<file path="src/rtl/dtb_pkg.sv">
package dtb_pkg;
  typedef enum logic [2:0] {
    ST_IDLE,
    ST_CHUNK,
    ST_WRITE,
    ST_FINISH,
    ST_DRAIN,
    ST_FAIL
  } build_state_t;

  localparam int unsigned WORD_W = 32;
  localparam int unsigned EOL_BIT = 31;
endpackage

</file>
<file path="src/rtl/dtb_chunk_calc.sv">
module dtb_chunk_calc #(
  parameter int unsigned LEN_W   = 32,
  parameter int unsigned BOUND_W = 16,
  localparam int unsigned CH_W   = BOUND_W + 1
) (
  input  logic               clk,
  input  logic               rst,
  input  logic [BOUND_W-1:0] addr_lo,
  input  logic [LEN_W-1:0]   remain,
  output logic [CH_W-1:0]    chunk
);
  logic [CH_W-1:0] room;

  always_comb begin
    room = {1'b1, {BOUND_W{1'b0}}} - {1'b0, addr_lo};
    if (remain < LEN_W'(room)) chunk = CH_W'(remain);
    else                        chunk = room;
  end

  // a piece never crosses the window edge and never exceeds what is left
  a_r1_chunk_fits: assert property (@(posedge clk) disable iff (rst)
    (remain != '0) |-> (chunk != '0 && LEN_W'(chunk) <= remain &&
                        ({1'b0, addr_lo} + chunk) <= {1'b1, {BOUND_W{1'b0}}}));
endmodule

</file>
<file path="src/rtl/dtb_word_order.sv">
module dtb_word_order #(
  parameter bit BIG_ENDIAN = 1'b1
) (
  input  logic [31:0] logical_word,
  output logic [31:0] stored_word
);
  generate
    if (BIG_ENDIAN) begin : g_swap
      for (genvar b = 0; b < 4; b++) begin : g_byte
        assign stored_word[8*b +: 8] = logical_word[8*(3-b) +: 8];
      end
    end else begin : g_pass
      assign stored_word = logical_word;
    end
  endgenerate
endmodule

</file>
<file path="src/rtl/desc_table_builder.sv">
module desc_table_builder
  import dtb_pkg::*;
#(
  parameter int unsigned ADDR_W     = 32,
  parameter int unsigned LEN_W      = 32,
  parameter int unsigned PAGE_BYTES = 4096,
  parameter int unsigned BOUND_W    = 16,
  parameter bit          BIG_ENDIAN = 1'b1,
  localparam int unsigned MAX_ENTRIES = PAGE_BYTES / 64,
  localparam int unsigned IDX_W   = $clog2(MAX_ENTRIES),
  localparam int unsigned TADDR_W = IDX_W + 2,
  localparam int unsigned CNT_W   = $clog2(MAX_ENTRIES + 1),
  localparam int unsigned CH_W    = BOUND_W + 1
) (
  input  logic               clk,
  input  logic               rst,
  input  logic               seg_valid,
  output logic               seg_ready,
  input  logic [ADDR_W-1:0]  seg_addr,
  input  logic [LEN_W-1:0]   seg_len,
  input  logic               seg_last,
  output logic               tbl_we,
  output logic [TADDR_W-1:0] tbl_addr,
  output logic [31:0]        tbl_wdata,
  output logic               done,
  output logic [CNT_W-1:0]   done_count,
  output logic               overflow
);
  localparam int unsigned PAD_W = EOL_BIT - CH_W;

  build_state_t      state;
  logic [ADDR_W-1:0] cur_addr, ch_addr;
  logic [LEN_W-1:0]  remain;
  logic              cur_last;
  logic [CH_W-1:0]   chunk, ch_len, pend_len;
  logic [IDX_W-1:0]  pend_idx;
  logic              pend_v;
  logic [CNT_W-1:0]  cnt;
  logic [1:0]        wstep;
  logic              accept;
  logic [31:0]       addr_logic, addr_stored, len_logic, len_stored;

  assign seg_ready = (state == ST_IDLE) || (state == ST_DRAIN);
  assign accept    = seg_valid && seg_ready;

  dtb_chunk_calc #(.LEN_W(LEN_W), .BOUND_W(BOUND_W)) u_chunk (
    .clk(clk), .rst(rst), .addr_lo(cur_addr[BOUND_W-1:0]),
    .remain(remain), .chunk(chunk)
  );

  always_comb begin
    addr_logic = '0;
    addr_logic[ADDR_W-1:0] = ch_addr;
    len_logic = {(state == ST_FINISH), {PAD_W{1'b0}}, pend_len};
  end

  dtb_word_order #(.BIG_ENDIAN(BIG_ENDIAN)) u_addr_order (
    .logical_word(addr_logic), .stored_word(addr_stored));
  dtb_word_order #(.BIG_ENDIAN(BIG_ENDIAN)) u_len_order (
    .logical_word(len_logic), .stored_word(len_stored));

  always_ff @(posedge clk) begin
    if (rst) begin
      state      <= ST_IDLE;
      cur_addr   <= '0;
      ch_addr    <= '0;
      remain     <= '0;
      cur_last   <= 1'b0;
      ch_len     <= '0;
      pend_len   <= '0;
      pend_idx   <= '0;
      pend_v     <= 1'b0;
      cnt        <= '0;
      wstep      <= '0;
      tbl_we     <= 1'b0;
      tbl_addr   <= '0;
      tbl_wdata  <= '0;
      done       <= 1'b0;
      done_count <= '0;
      overflow   <= 1'b0;
    end else begin
      tbl_we   <= 1'b0;
      done     <= 1'b0;
      overflow <= 1'b0;
      unique case (state)
        ST_IDLE: if (accept) begin
          if (seg_len == '0) begin
            if (seg_last) state <= ST_FINISH;
          end else begin
            cur_addr <= seg_addr;
            remain   <= seg_len;
            cur_last <= seg_last;
            state    <= ST_CHUNK;
          end
        end
        ST_CHUNK: begin
          if (cnt == CNT_W'(MAX_ENTRIES)) begin
            state <= cur_last ? ST_FAIL : ST_DRAIN;
          end else begin
            ch_addr  <= cur_addr;
            ch_len   <= chunk;
            cur_addr <= cur_addr + ADDR_W'(chunk);
            remain   <= remain - LEN_W'(chunk);
            wstep    <= 2'd0;
            state    <= ST_WRITE;
          end
        end
        ST_WRITE: begin
          wstep <= wstep + 2'd1;
          unique case (wstep)
            2'd0: if (pend_v) begin
              tbl_we    <= 1'b1;
              tbl_addr  <= {pend_idx, 2'd3};
              tbl_wdata <= len_stored;
            end
            2'd1: begin
              tbl_we    <= 1'b1;
              tbl_addr  <= {cnt[IDX_W-1:0], 2'd0};
              tbl_wdata <= '0;
            end
            2'd2: begin
              tbl_we    <= 1'b1;
              tbl_addr  <= {cnt[IDX_W-1:0], 2'd1};
              tbl_wdata <= addr_stored;
            end
            default: begin
              tbl_we    <= 1'b1;
              tbl_addr  <= {cnt[IDX_W-1:0], 2'd2};
              tbl_wdata <= '0;
              pend_len  <= ch_len;
              pend_idx  <= cnt[IDX_W-1:0];
              pend_v    <= 1'b1;
              cnt       <= cnt + 1'b1;
              if (remain != '0)  state <= ST_CHUNK;
              else if (cur_last) state <= ST_FINISH;
              else               state <= ST_IDLE;
            end
          endcase
        end
        ST_FINISH: begin
          if (pend_v) begin
            tbl_we    <= 1'b1;
            tbl_addr  <= {pend_idx, 2'd3};
            tbl_wdata <= len_stored;
          end
          done       <= 1'b1;
          done_count <= cnt;
          pend_v     <= 1'b0;
          cnt        <= '0;
          state      <= ST_IDLE;
        end
        ST_DRAIN: if (accept && seg_last) state <= ST_FAIL;
        default: begin
          overflow <= 1'b1;
          pend_v   <= 1'b0;
          cnt      <= '0;
          state    <= ST_IDLE;
        end
      endcase
    end
  end

  // outcome pulses are exclusive and one cycle wide
  a_r7_exclusive: assert property (@(posedge clk) disable iff (rst)
    !(done && overflow));
  a_r7_done_single: assert property (@(posedge clk) disable iff (rst)
    done |=> !done);
  // overflow is a single pulse; a finished table never exceeds capacity
  a_r4_ovf_single: assert property (@(posedge clk) disable iff (rst)
    overflow |=> !overflow);
  a_r4_count_cap: assert property (@(posedge clk) disable iff (rst)
    done |-> (done_count <= CNT_W'(MAX_ENTRIES)));
  // a non-empty table finishes with its end-of-list length write
  a_r3_eol_with_done: assert property (@(posedge clk) disable iff (rst)
    (done && done_count != '0) |-> (tbl_we && tbl_addr[1:0] == 2'd3));
endmodule

</file>
<file path="config.mk">
export PLATFORM = sky130hd
export DESIGN_NAME = desc_table_builder
export DESIGN_NICKNAME = d
export VERILOG_FILES = /design/src/rtl/dtb_pkg.sv /design/src/rtl/dtb_chunk_calc.sv /design/src/rtl/dtb_word_order.sv /design/src/rtl/desc_table_builder.sv
export SDC_FILE = /design/constraint.sdc
export NUM_CORES = 1
export LEC_CHECK = 0
export BUFFER_PORTS_ARGS = -buffer_cell sky130_fd_sc_hd__buf_2
export CAP_MARGIN = 40
export CELL_PAD_IN_SITES_DETAIL_PLACEMENT = 0
export CELL_PAD_IN_SITES_GLOBAL_PLACEMENT = 2
export CORE_MARGIN = 2
export CORE_UTILIZATION = 31
export CTS_BUF_LIST = sky130_fd_sc_hd__clkbuf_16
export DETAILED_ROUTE_END_ITERATION = 8
export PLACE_DENSITY = 0.74
export SETUP_SLACK_MARGIN = 0.2
export SYNTH_ARGS = -nofsm -noshare
export SYNTH_HDL_FRONTEND = slang
export SYNTH_HIERARCHICAL = 1
export SYNTH_SLANG_ARGS = --single-unit
</file>
<file path="constraint.sdc">
create_clock -name clk -period 5.74 [get_ports clk]
set_input_delay 1.722 -clock clk [delete_from_list [all_inputs] [get_ports clk]]
set_output_delay 1.722 -clock clk [all_outputs]
set_load 0.02 [all_outputs]
</file>
* Word-level counts from Yosys, hierarchy flattened *
Cells that the tools add are included.

cells by class
  add/subtract/negate cells = 5
  $lt $le $gt $ge = 1
  eq/ne operators = 15
  muxes and demuxes = 37
  bitwise operators = 4
  reduce and logical (&&, ||, !) cells = 21

operators with widths
  cell                    number
  $mux 32                 8
  $pmux 32 s2             4
  $add 32x17->32          1
  $logic_not 32->1        1
  $lt 32x17->1            1
  $reduce_bool 32->1      1
  $sub 32x17->32          1
  $pmux 8 s3              1
  $mux 3                  6
  $mux 17                 1
  $sub 17x16->17 const A  1
  $pmux 8 s2              1
  $pmux 7 s2              1
  $pmux 3 s4              1
  $ne 2x2->1 const B      5
  $mux 8                  1
  $reduce_and 2->1        4
  $reduce_and 4->1        2
  $add 7x1->7 const B     1
  $eq 7x7->1 const B      1
  $mux 7                  1
  $eq 3x2->1 const B      2
  $mux 1                  6
  $mux 2                  3
  18 further kinds        28

storage, ports and cells
  register bits = 200
  word-level logic and storage cells = 100

* Logic depth before layout (Yosys ltp) *
Gate-level depths: netlist (run 1).

  depth in word-level cells = 6
  gate-level depth with buffers = 23
  gate-level depth less buffers = 22

* Modules after synthesis *
Netlist (run 1), hierarchy kept.

by module, submodules not included
  module              instances  cells an instance  area each (um2)  sequential area each (um2)
  desc_table_builder  1          1433               10575.1          4003.8
  dtb_chunk_calc      1          120                930.9            0.0
  dtb_word_order      2          32                 240.2            0.0

* Worst setup path before layout (run 1) *
No wires, ideal clock.

  kind = reg-to-reg
  start = register cur_addr[5]
  end = register cur_addr[16]
  setup time = 0.086 ns
  data arrival time = 5.434 ns
  data required time = 5.654 ns
  setup slack = 0.220 ns
  cell stages (with the launch flop) = 22
  buffers on the path = 0
  period minus slack after synthesis = 5.520 ns
  cells stage by stage = dfxtp_1 > nor4_4 > nand3_2 > or4_4 > xnor2_2 > ha_1 > nand4_1 > nor3_2 > o2111ai_1 > a31oi_4 > mux2_2 > ha_1 > fa_1 > a21o_1 > a311o_1 > a31oi_1 > a21oi_1 > and3_1 > o21a_1 > o21ai_1 > mux2_2 > a211oi_1

between the ends
  word-level cells in the longest chain between the ends = 6

RTL lines
  item                    RTL line                   RTL
  start, declared         desc_table_builder.sv:32   logic [ADDR_W-1:0] cur_addr, ch_addr;
  start signal, assigned  desc_table_builder.sv:90   cur_addr <= seg_addr;
  start signal, assigned  desc_table_builder.sv:102  cur_addr <= cur_addr + ADDR_W'(chunk);
  $sub 17x16->17          dtb_chunk_calc.sv:15       room = {1'b1, {BOUND_W{1'b0}}} - {1'b0, addr_lo};
  $lt 32x17->1            dtb_chunk_calc.sv:16       if (remain < LEN_W'(room)) chunk = CH_W'(remain);
  $mux 17                 dtb_chunk_calc.sv:16
  via chunk[0]            desc_table_builder.sv:35   logic [CH_W-1:0] chunk, ch_len, pend_len;
  $add 32x17->32          desc_table_builder.sv:102
  $mux 32                 desc_table_builder.sv:97   if (cnt == CNT_W'(MAX_ENTRIES)) begin
  $pmux 32 s2             desc_table_builder.sv:85   unique case (state)

The timed path passes the listed nets, and every way through them passes these cells. The select of a mux whose other input is x is not followed.
A chain may end at the register's enable or synchronous reset.

* Worst setup path in the final report (run 1) *
Same ends and word-level chain as after synthesis.

==> results of run 1 <==
[layer usage]
metal	routed length (um)	part of all wire
met3	1230	0.031
met2	17200	0.44
met1	20300	0.52
met4	596	0.015
met5	0	0
[per-stage QoR]
| stage | cells | power, uW |
|---|---|---|
| floorplan | 1630 | 3860 |
| global placement | 2172 | 4720 |
| detailed placement | 2173 | 4730 |
| CTS | 2208 | 6100 |
| global route | 2239 | 7110 |
| finish | 2239 | 6620 |
[path summary, 6_finish.rpt]
check	startpoint	to	slack [ns]	cells after the start
min reg2reg	ch_len[2]$_SDFFE_PP0P_	pend_len[2]$_SDFFE_PP0P_	0.45	2
min	ch_len[2]$_SDFFE_PP0P_	pend_len[2]$_SDFFE_PP0P_	0.45	2
max reg2reg	cur_addr[5]$_SDFFE_PP0P_	cur_addr[16]$_SDFFE_PP0P_	0.19	22
max	cur_addr[5]$_SDFFE_PP0P_	cur_addr[16]$_SDFFE_PP0P_	0.19	22
[report_power, final]
part           internal, uW  switching [uW]
Clock                   670             634
Sequential             1540             182
Combinational          1610            1990
Total                  3820            2800
[cell usage after synthesis, types with 3 or more instances]
master | n | area [um2]
nand2b_1 | 8 | 50.1
o31ai_1 | 4 | 30.0
a21oi_1 | 209 | 1050
nor2_1 | 183 | 687
and2_1 | 3 | 18.8
a2bb2oi_1 | 3 | 26.3
o22ai_1 | 12 | 75.1
ha_1 | 57 | 713
xnor2_1 | 22 | 193
nand3_1 | 24 | 120
a211oi_1 | 42 | 315
mux2_2 | 3 | 33.8
buf_4 | 67 | 503
a21o_1 | 13 | 97.6
o211ai_1 | 7 | 52.6
a32oi_1 | 7 | 61.3
nor2b_1 | 5 | 31.3
and3_1 | 21 | 131
o21a_1 | 10 | 75.1
a31o_2 | 4 | 35.0
nor3_2 | 3 | 30.0
a31oi_1 | 12 | 75.1
a311o_1 | 4 | 40.0
mux2i_1 | 21 | 210
nand3b_1 | 3 | 22.5
nor4_1 | 27 | 169
inv_1 | 60 | 225
o21ai_0 | 44 | 220
nor3b_1 | 6 | 45.0
a311oi_1 | 11 | 96.3
or3_1 | 8 | 50.1
nand2_1 | 280 | 1050
clkbuf_1 | 75 | 282
o41ai_1 | 3 | 26.3
o21bai_1 | 4 | 30.0
xor2_1 | 12 | 105
nor3_1 | 65 | 325
dfxtp_1 | 200 | 4000
nand4_1 | 8 | 50.1
buf_2 | 9 | 45.0
[flip-flops by register name, indices dropped and copies added (netlist names), 3 cells and up]
name	count
addr_logic	32
ch_len	17
pend_idx	6
tbl_wdata	32
done_count	7
remain	32
state	3
pend_len	17
cur_addr	32
tbl_addr	8
cnt	7
[critical path: stages, from the launching register on]
cell	delay, ns
dfxtp_2	0.34
nor4_4	0.37
nand3_2	0.19
or4_4	0.48
xnor2_4	0.16
ha_4	0.27
nand4_1	0.14
nor3_2	0.26
o2111ai_2	0.18
a31oi_4	0.30
buf_6	0.14
mux2_4	0.31
ha_4	0.18
fa_2	0.34
a21o_1	0.19
a311o_1	0.30
a31oi_2	0.24
a21oi_2	0.10
and3_4	0.17
o21a_1	0.17
o21ai_2	0.14
mux2_4	0.32
a211oi_2	0.16
[layout make-up]
type,instances,area [um2]
timing repair buffer,213,1390
inverter,61,229
tap,518,648
clock buffer,17,425
sequential,200,4010
clock inverter,15,204
antenna,1,2.50
multi-input combinational,1214,7500
fill,4128,24000
[timing repair]
item | CTS | global route
pin swaps | 7 | 55
setup endpoints to repair | 15 | 34
resized for setup | 10 | 111
buffers inserted | 3 | 30
[logic make-up (layout without fill, tap and decap cells)]
family / count (synthesis) / after routing / share of synthesized area
flip-flops: 200 / 200 / 0.334
multiplexers: 24 / 24 / 0.0204
AO/OA/AOI/OAI: 422 / 422 / 0.221
AND/OR/NAND/NOR: 660 / 660 / 0.245
other: 1 / 15 / 0.000313
buffers and inverters: 216 / 306 / 0.0911
adder cells (fa/ha/maj): 59 / 59 / 0.0628
XOR/XNOR: 35 / 35 / 0.0262
==> results by group, run 1 <==
Synthesis
  • Syn Area/Cell: 7.41 um2
  • Sequential area share after synthesis: 0.334
  • Syn Inst Count: 1617
  • Yosys reg bits: 200
  • Yosys warns: 6
  • Cell Area, Synth: 12000 um2
  • Ys async rst share: 0
  • Main synth FF type: dfxtp_1
  • Post-synth EDFFs: 0
  • Netlist cell types: 86

Global route
  • Grt total ovfl: 0
  • All-layer global routing usage: 0.192
  • Vias in the first global route: 10.6k
  • Pin count of the biggest net entering global routing: 85
  • Initial antenna violation count: 1
  • Met3 Track Usage GR: 0.0219
  • Met2 usage: 0.290
  • GRT busiest layer: met2
  • First-pass GRT wire length: 61.8 mm
  • Grt met1 use: 0.287

Floorplanning
  • Die Span Y: 201 um
  • Core box area: 38400 um2
  • Die area: 40300 um2
  • Row count: 72
  • Starting Density: 0.312
  • Die X: 201 um
  • Boundary Pins: 119

STA
  • Final setup TNS: 0 ns
  • Final worst-path cycle share: 0.966
  • Worst Skew: 0.0125 ns
  • Fmax: 0.180 GHz
  • Slew Viols, Final: 0
  • Crit path time final: 5.55 ns
  • Slew of the pin with the lowest slew margin: 0.728 ns
  • Final hold slack: 0.453 ns
  • Final hold vios: 0
  • RSZ-0062 raised after global routing: true
  • Final setup viols: 0
  • Worst setup margin: 0.194 ns
  • Slew headroom: 0.514

Clock network
  • CTS Buf Count: 17
  • Clk buf depth: 2
  • CTS tree: yes
  • Clk pin slew, worst setup/hold paths: 0.08 ns
  • Hold_buf cts: 0
  • CTS root buffer: clkbuf_16
  • Skew-Pair Late Insertion Delay: 0.45 ns
  • H-tree Lvls: 4
  • Clock Sink Count: 200

Critical path
  • Max FO, Critical Path: 4
  • Crit path kind: reg -> reg
  • CP endpoint kind: flop
  • Arrival @ worst endpoint: 5.92 ns
  • Worst setup SP type: flop
  • CP required: 6.11 ns

Final layout
  • P&R area growth vs syn: 20.1%
  • Fraction of layout cells with a size suffix above 1: 0.205
  • Commonest non-fill, non-tap cell in the layout: nand2_1
  • Nets: 1834
  • Most frequent cells in the layout: 279 x nand2_1, 202 x a21oi_1, 198 x dfxtp_1, 177 x nor2_1, 117 x buf_2
  • Post-Layout Inst Area: 14400 um2
  • Finished Core Util: 0.375

Power
  • Pwr Density: 460 nW/um2
  • Worst vdd ir: 0.277 mV
  • LEAKAGE: 0.00562 uW

Place
  • Placer Congestion: 0.825
  • Port Buffers: 118
  • DP HPWL: 27.6 mm
  • Area after DPL: 12900 um2
  • Setup WS pre-CTS: 0.00383 ns

Routing
  • DR vias/cell: 5.11
  • DRT Wirelength: 39.4 mm
  • DR pass1 iterations: 7
  • Via Count: 11.4k
  • Final ANT Viol Nets: 0
  • Drt initial violations: 678
  • # DRC: 0
  • WL/cell: 17.6 um

Job
  • Max cap viols: 0

Hold path
  • Min-delay worst type: reg -> reg

Run status
  • Outcome: finished clean
Power figures use the tool's default switching activity.
==> run 2, diff against run 1 <==
--- a/config.mk
+++ b/config.mk
@@ -5,15 +5,16 @@
 export SDC_FILE = /design/constraint.sdc
 export NUM_CORES = 1
 export LEC_CHECK = 0
+export ABC_AREA = 1
 export BUFFER_PORTS_ARGS = -buffer_cell sky130_fd_sc_hd__buf_2
 export CAP_MARGIN = 40
 export CELL_PAD_IN_SITES_DETAIL_PLACEMENT = 0
 export CELL_PAD_IN_SITES_GLOBAL_PLACEMENT = 2
 export CORE_MARGIN = 2
-export CORE_UTILIZATION = 31
+export CORE_UTILIZATION = 30
 export CTS_BUF_LIST = sky130_fd_sc_hd__clkbuf_16
 export DETAILED_ROUTE_END_ITERATION = 8
-export PLACE_DENSITY = 0.74
+export PLACE_DENSITY = 0.76
 export SETUP_SLACK_MARGIN = 0.2
 export SYNTH_ARGS = -nofsm -noshare
 export SYNTH_HDL_FRONTEND = slang
==> results by group, run 2 <==
Floorplanning
  • Die area: 46300 um2
  • Die Span Y: 215 um
  • Core box area: 44100 um2
  • Die X: 215 um
  • Starting Density: 0.303
  • Boundary Pins: 119
  • Row count: 77

Clock network
  • H-tree Lvls: 4
  • Clk pin slew, worst setup/hold paths: 0.08 ns
  • Clk buf depth: 2
  • CTS root buffer: clkbuf_16
  • CTS tree: yes
  • Clock Sink Count: 200
  • Hold_buf cts: 0
  • CTS Buf Count: 17
  • Skew-Pair Late Insertion Delay: 0.50 ns

Routing
  • DR vias/cell: 4.75
  • DRT Wirelength: 46.0 mm
  • Final ANT Viol Nets: 0
  • WL/cell: 16.7 um
  • DR pass1 iterations: 5
  • Via Count: 13.1k
  • # DRC: 0
  • Drt initial violations: 868

Power
  • LEAKAGE: 0.00685 uW
  • Design Power: 7740 uW
  • Pwr Density: 530 nW/um2
  • Worst vdd ir: 0.248 mV

STA
  • Final hold vios: 0
  • Crit path time final: 4.93 ns
  • Slew of the pin with the lowest slew margin: 0.829 ns
  • Slew headroom: 0.448
  • Slew Viols, Final: 0
  • Final worst-path cycle share: 0.859
  • RSZ-0062 raised after global routing: false
  • Final setup viols: 0
  • Worst Skew: 0.0128 ns
  • Fmax: 0.203 GHz
  • Final setup TNS: 0 ns

Critical path
  • Largest delay share family, worst path: simple AND/OR/NAND/NOR gates
  • Crit path kind: reg -> reg
  • Max FO, Critical Path: 18
  • Critical Path Most Common Cell: nand2_1
  • CP bufs+invs: 5
  • Largest stage delay, worst path: 0.37 ns
  • Worst path slowest cell: dfxtp_1
  • CP endpoint kind: flop
  • Arrival @ worst endpoint: 5.29 ns
  • Worst setup SP type: flop
  • CP required: 6.10 ns

Job
  • Max cap viols: 0

Final layout
  • Fraction of layout cells with a size suffix above 1: 0.0950
  • Most frequent cells in the layout: 546 x nand2_1, 247 x inv_1, 224 x nor2_1, 199 x a21oi_1, 199 x dfxtp_1
  • P&R area growth vs syn: 9.25%
  • Layout Cells excl Fill: 2751
  • Nets: 2273
  • Commonest non-fill, non-tap cell in the layout: nand2_1
  • Layout fillers: 5038

Synthesis
  • Syn Inst Count: 2128
  • Most common cell in the netlist: nand2_1
  • Top cell type by total area after synthesis: dfxtp_1
  • Ranking of synthesized cells by area: dfxtp_1 30%, nand2_1 15%, a21oi_1 7.4%
  • Netlist cell types: 51
  • Syn Area/Cell: 6.29 um2
  • Sequential area share after synthesis: 0.299
  • Post-synth EDFFs: 0
  • Cell Area, Synth: 13400 um2
  • Commonest cells post-synth: 547 x nand2_1, 246 x inv_1, 225 x nor2_1
  • Yosys top cell area share: 0.299
  • Yosys warns: 6
  • Main synth FF type: dfxtp_1
  • Yosys reg bits: 200
  • Ys async rst share: 0

Global route
  • First-pass GRT wire length: 71.8 mm
  • Vias in the first global route: 12.5k
  • Grt total ovfl: 0
  • All-layer global routing usage: 0.201
  • Initial antenna violation count: 1
  • Pin count of the biggest net entering global routing: 139

Place
  • DP Cell Count: 2719
  • Placer Congestion: 0.886
  • DP HPWL: 34.5 mm
  • Port Buffers: 118

Hold path
  • Min-delay worst type: reg -> reg

Run status
  • Outcome: finished clean
==> run 2: changes by cell type after synthesis, sizes merged, moves of 19 or more <==
cell,change
nand3,+111
nor4,-21
mux2i,-19
o21ai,+159
and3,-21
inv,+194
clkbuf,-21
nor2,+47
nand2,+270
nor3,-45
a211oi,-40
==> run 2: cell families after synthesis <==
family	Yosys count	share of synthesized area
AOI/OAI and AO/OA	444	0.177
xor gates and xnor gates	36	0.0236
adders and majority gates	59	0.0563
buffers and inverters	404	0.138
DFF	200	0.299
muxes	2	0.00150
other	1	0.000280
and+or+nand+nor	982	0.305
==> run 2: per-layer routing <==
metal,GRT usage,part of all wire,vias up
met3,0.0333,0.032,49
met5,0,0,-
met4,0.0701,0.024,0
li1,-,-,6847
met2,0.325,0.45,219
met1,0.269,0.49,5954
==> run 2: final timing paths <==
check	from	end	slack [ns]	depth (start not counted)
worst max register to register	cur_addr[1]$_SDFFE_PP0P_	remain[29]$_SDFFE_PP0P_	0.81	33
worst min-delay path	pend_idx[4]$_SDFFE_PP0P_	pend_idx[4]$_SDFFE_PP0P_	0.46	2
worst min register to register	pend_idx[4]$_SDFFE_PP0P_	pend_idx[4]$_SDFFE_PP0P_	0.46	2
worst max-delay path	cur_addr[1]$_SDFFE_PP0P_	remain[29]$_SDFFE_PP0P_	0.81	33
==> run 2: layout make-up <==
| class | count | area, um2 | share of cell area |
|---|---|---|---|
| timing repair buffer | 134 | 756 | 0.0517 |
| antenna | 1 | 2.50 | 0.000171 |
| sequential | 200 | 4010 | 0.274 |
| clock inverter | 14 | 125 | 0.00856 |
| multi-input combinational | 1537 | 7600 | 0.520 |
| tap | 592 | 741 | 0.0507 |
| clock buffer | 17 | 425 | 0.0291 |
| inverter | 256 | 962 | 0.0658 |
==> run 2: what timing repair did <==
item / in CTS / in global routing
setup endpoints to repair: 0 / 1
buffers inserted: 0 / 0
resized for setup: 0 / 1
==> run 2: worst register-to-register path, delay by kind of cell, from the launching register on <==
family                     cells  cell delay [ns]
AOI/OAI and AO/OA              4             0.43
DFF                            1             0.37
and+or+nand+nor               21             2.81
buffers and inverters          5             0.39
adders and majority gates      3             0.79
==> run 2: metrics by stage <==
stage | hold slack, ns | util | worst slack, ns | cell area, um2
global placement | 0.446 | 0.318 | 0.747 | 14000
detailed placement | 0.451 | 0.319 | 0.709 | 14100
floorplan | 0.437 | - | 1.88 | 13400
CTS | 0.463 | 0.331 | 0.697 | 14600
finish | 0.462 | 0.331 | 0.810 | 14600
global route | 0.478 | 0.331 | 0.271 | 14600
==> run 2: where the power goes <==
group	switching (uW)	internal (uW)	total, uW
registers	298	1640	1930
logic	3120	1460	4580
clock network	630	601	1230
==> run 3, diff against run 2 <==
--- a/config.mk
+++ b/config.mk
@@ -6,17 +6,17 @@
 export NUM_CORES = 1
 export LEC_CHECK = 0
 export ABC_AREA = 1
-export BUFFER_PORTS_ARGS = -buffer_cell sky130_fd_sc_hd__buf_2
+export ABC_CLOCK_PERIOD_IN_PS = 5740
 export CAP_MARGIN = 40
 export CELL_PAD_IN_SITES_DETAIL_PLACEMENT = 0
 export CELL_PAD_IN_SITES_GLOBAL_PLACEMENT = 2
 export CORE_MARGIN = 2
-export CORE_UTILIZATION = 30
+export CORE_UTILIZATION = 32
 export CTS_BUF_LIST = sky130_fd_sc_hd__clkbuf_16
 export DETAILED_ROUTE_END_ITERATION = 8
+export DONT_BUFFER_PORTS = 1
 export PLACE_DENSITY = 0.76
 export SETUP_SLACK_MARGIN = 0.2
 export SYNTH_ARGS = -nofsm -noshare
 export SYNTH_HDL_FRONTEND = slang
-export SYNTH_HIERARCHICAL = 1
 export SYNTH_SLANG_ARGS = --single-unit
==> results by group, run 3 <==
Run status
  • Outcome: finished clean

Clock network
  • CTS Buf Count: 17
  • CTS root buffer: clkbuf_16
  • Clk pin slew, worst setup/hold paths: 0.09 ns
  • Clk buf depth: 2
  • Clock Sink Count: 200
  • Skew-Pair Late Insertion Delay: 0.46 ns
  • CTS tree: yes
  • H-tree Lvls: 4

Global route
  • GRT busiest layer: met2
  • Vias in the first global route: 12.0k
  • Grt total ovfl: 0
  • Grt met1 use: 0.301
  • Met3 Track Usage GR: 0.0350
  • Initial antenna violation count: 0
  • First-pass GRT wire length: 69.4 mm
  • Met2 usage: 0.352
  • Pin count of the biggest net entering global routing: 81
  • All-layer global routing usage: 0.217

Job
  • Max cap viols: 0

Floorplanning
  • Row count: 72
  • Starting Density: 0.326
  • Die Span Y: 203 um
  • Die X: 203 um
  • Die area: 41100 um2
  • Core box area: 38800 um2
  • Boundary Pins: 119

Routing
  • Drt initial violations: 834
  • DR vias/cell: 4.99
  • DRT Wirelength: 44.1 mm
  • # DRC: 0
  • Final ANT Viol Nets: 0
  • WL/cell: 17.7 um
  • DR pass1 iterations: 5
  • Via Count: 12.5k

Synthesis
  • Syn Area/Cell: 6.26 um2
  • Yosys top cell area share: 0.317
  • Sequential area share after synthesis: 0.317
  • Top cell type by total area after synthesis: dfxtp_1
  • Commonest cells post-synth: 491 x nand2_1, 268 x inv_1, 220 x nor2_1
  • Ranking of synthesized cells by area: dfxtp_1 32%, nand2_1 15%, a21oi_1 8.0%
  • Yosys warns: 0
  • Main synth FF type: dfxtp_1
  • Ys async rst share: 0
  • Syn Inst Count: 2021
  • Post-synth EDFFs: 0
  • Netlist cell types: 41
  • Cell Area, Synth: 12600 um2
  • Yosys reg bits: 200
  • Most common cell in the netlist: nand2_1
  • Syn nets: 2148

Power
  • LEAKAGE: 0.00638 uW
  • Design Power: 7380 uW
  • Worst vdd ir: 0.271 mV
  • Pwr Density: 543 nW/um2

Place
  • DP HPWL: 33.5 mm
  • Port Buffers: 0
  • Area after DPL: 13000 um2
  • Placer Congestion: 0.924
  • Setup WS pre-CTS: 0.616 ns

Final layout
  • Post-Layout Inst Area: 13600 um2
  • Most frequent cells in the layout: 489 x nand2_1, 269 x inv_1, 220 x nor2_1, 201 x a21oi_1, 200 x dfxtp_1
  • Antenna diodes: 0
  • Commonest non-fill, non-tap cell in the layout: nand2_1
  • P&R area growth vs syn: 7.34%
  • Fraction of layout cells with a size suffix above 1: 0.0374
  • Nets: 2093

Critical path
  • CP required: 6.09 ns
  • Critical Path Most Common Cell: nand2_1
  • Largest stage delay, worst path: 0.34 ns
  • CP bufs+invs: 6
  • Crit path kind: reg -> reg
  • Max FO, Critical Path: 18
  • R2r setup slk: 0.83 ns
  • Largest delay share family, worst path: simple AND/OR/NAND/NOR gates
  • Worst path slowest cell: dfxtp_1
  • Worst setup SP type: flop
  • CP endpoint kind: flop
  • Arrival @ worst endpoint: 5.25 ns

STA
  • Fmax: 0.204 GHz
  • Crit path time final: 4.91 ns
  • Slew headroom: 0.438
  • Worst Skew: 0.0259 ns
  • Final worst-path cycle share: 0.855
  • Worst setup margin: 0.833 ns
  • Slew of the pin with the lowest slew margin: 0.842 ns
  • RSZ-0062 raised after global routing: false
  • Final setup TNS: 0 ns
  • Final setup viols: 0
  • Final hold vios: 0
  • Slew Viols, Final: 0

Hold path
  • Min-delay worst type: reg -> reg
==> run 3: changes by cell type after synthesis, sizes merged, moves of 10 or more <==
cell and change:
o22ai +11, a31oi +16, inv +24, nor3 +10, nand2 -54, o21ai -46
buf -56
==> run 3: final timing paths <==
check	from	cells past startpoint	to
worst min register to register	pend_len[2]$_SDFFE_PP0P_	2	pend_len[2]$_SDFFE_PP0P_
worst max register to register	cur_addr[1]$_SDFFE_PP0P_	30	remain[29]$_SDFFE_PP0P_
worst min-delay path	pend_len[2]$_SDFFE_PP0P_	2	pend_len[2]$_SDFFE_PP0P_
worst max-delay path	cur_addr[1]$_SDFFE_PP0P_	30	remain[29]$_SDFFE_PP0P_
==> run 3: kinds of logic after synthesis <==
kind of cell | after synthesis | share of synthesized area
simple gates | 956 | 0.317
fa+ha+maj | 59 | 0.0595
compound gates | 410 | 0.170
buf+inv | 364 | 0.115
xor+xnor | 32 | 0.0222
flops | 200 | 0.317
==> run 3: area by class of cell <==
class | count | area, um2
Tap cell | 518 | 648
Clock buffer | 17 | 425
Multi-Input combinational cell | 1457 | 7220
Fill cell | 4367 | 25200
Timing Repair Buffer | 12 | 135
Sequential cell | 200 | 4000
Clock inverter | 14 | 103
Inverter | 278 | 1040
==> run 3: layer usage <==
layer / up-vias / share of wire
li1: 6431 / -
met1: 5750 / 0.50
met2: 250 / 0.45
met3: 27 / 0.038
met4: 0 / 0.011
met5: - / 0
==> run 3: per-stage QoR <==
step / hold WS, ns / instances / util
finish: 0.453 / 2496 / 0.350
global route: 0.482 / 2496 / 0.350
CTS: 0.454 / 2493 / 0.348
detailed placement: 0.444 / 2462 / 0.335
global placement: 0.444 / 2460 / 0.334
floorplan: 0.430 / 2021 / -
==> run 3: power breakdown <==
part	leakage, uW	internal, uW	total [uW]	switching (uW)
Combinational	0.00449	1360	4290	2930
Clock	0.000260	556	1140	582
Sequential	0.00163	1640	1950	314
Total	0.00638	3550	7380	3830
==> run 3: tightest hold or removal path: cells and delay by family (launching register included) <==
family	cells	cell delay (ns)
buf+inv	1	0.06
compound gates	1	0.05
flops	1	0.30
==> run 3: what timing repair did <==
item	4_1_cts	5_1_grt
hold buffers	0	0
setup endpoints to repair	0	32
gates resized for setup	0	5
setup buffers	0	3
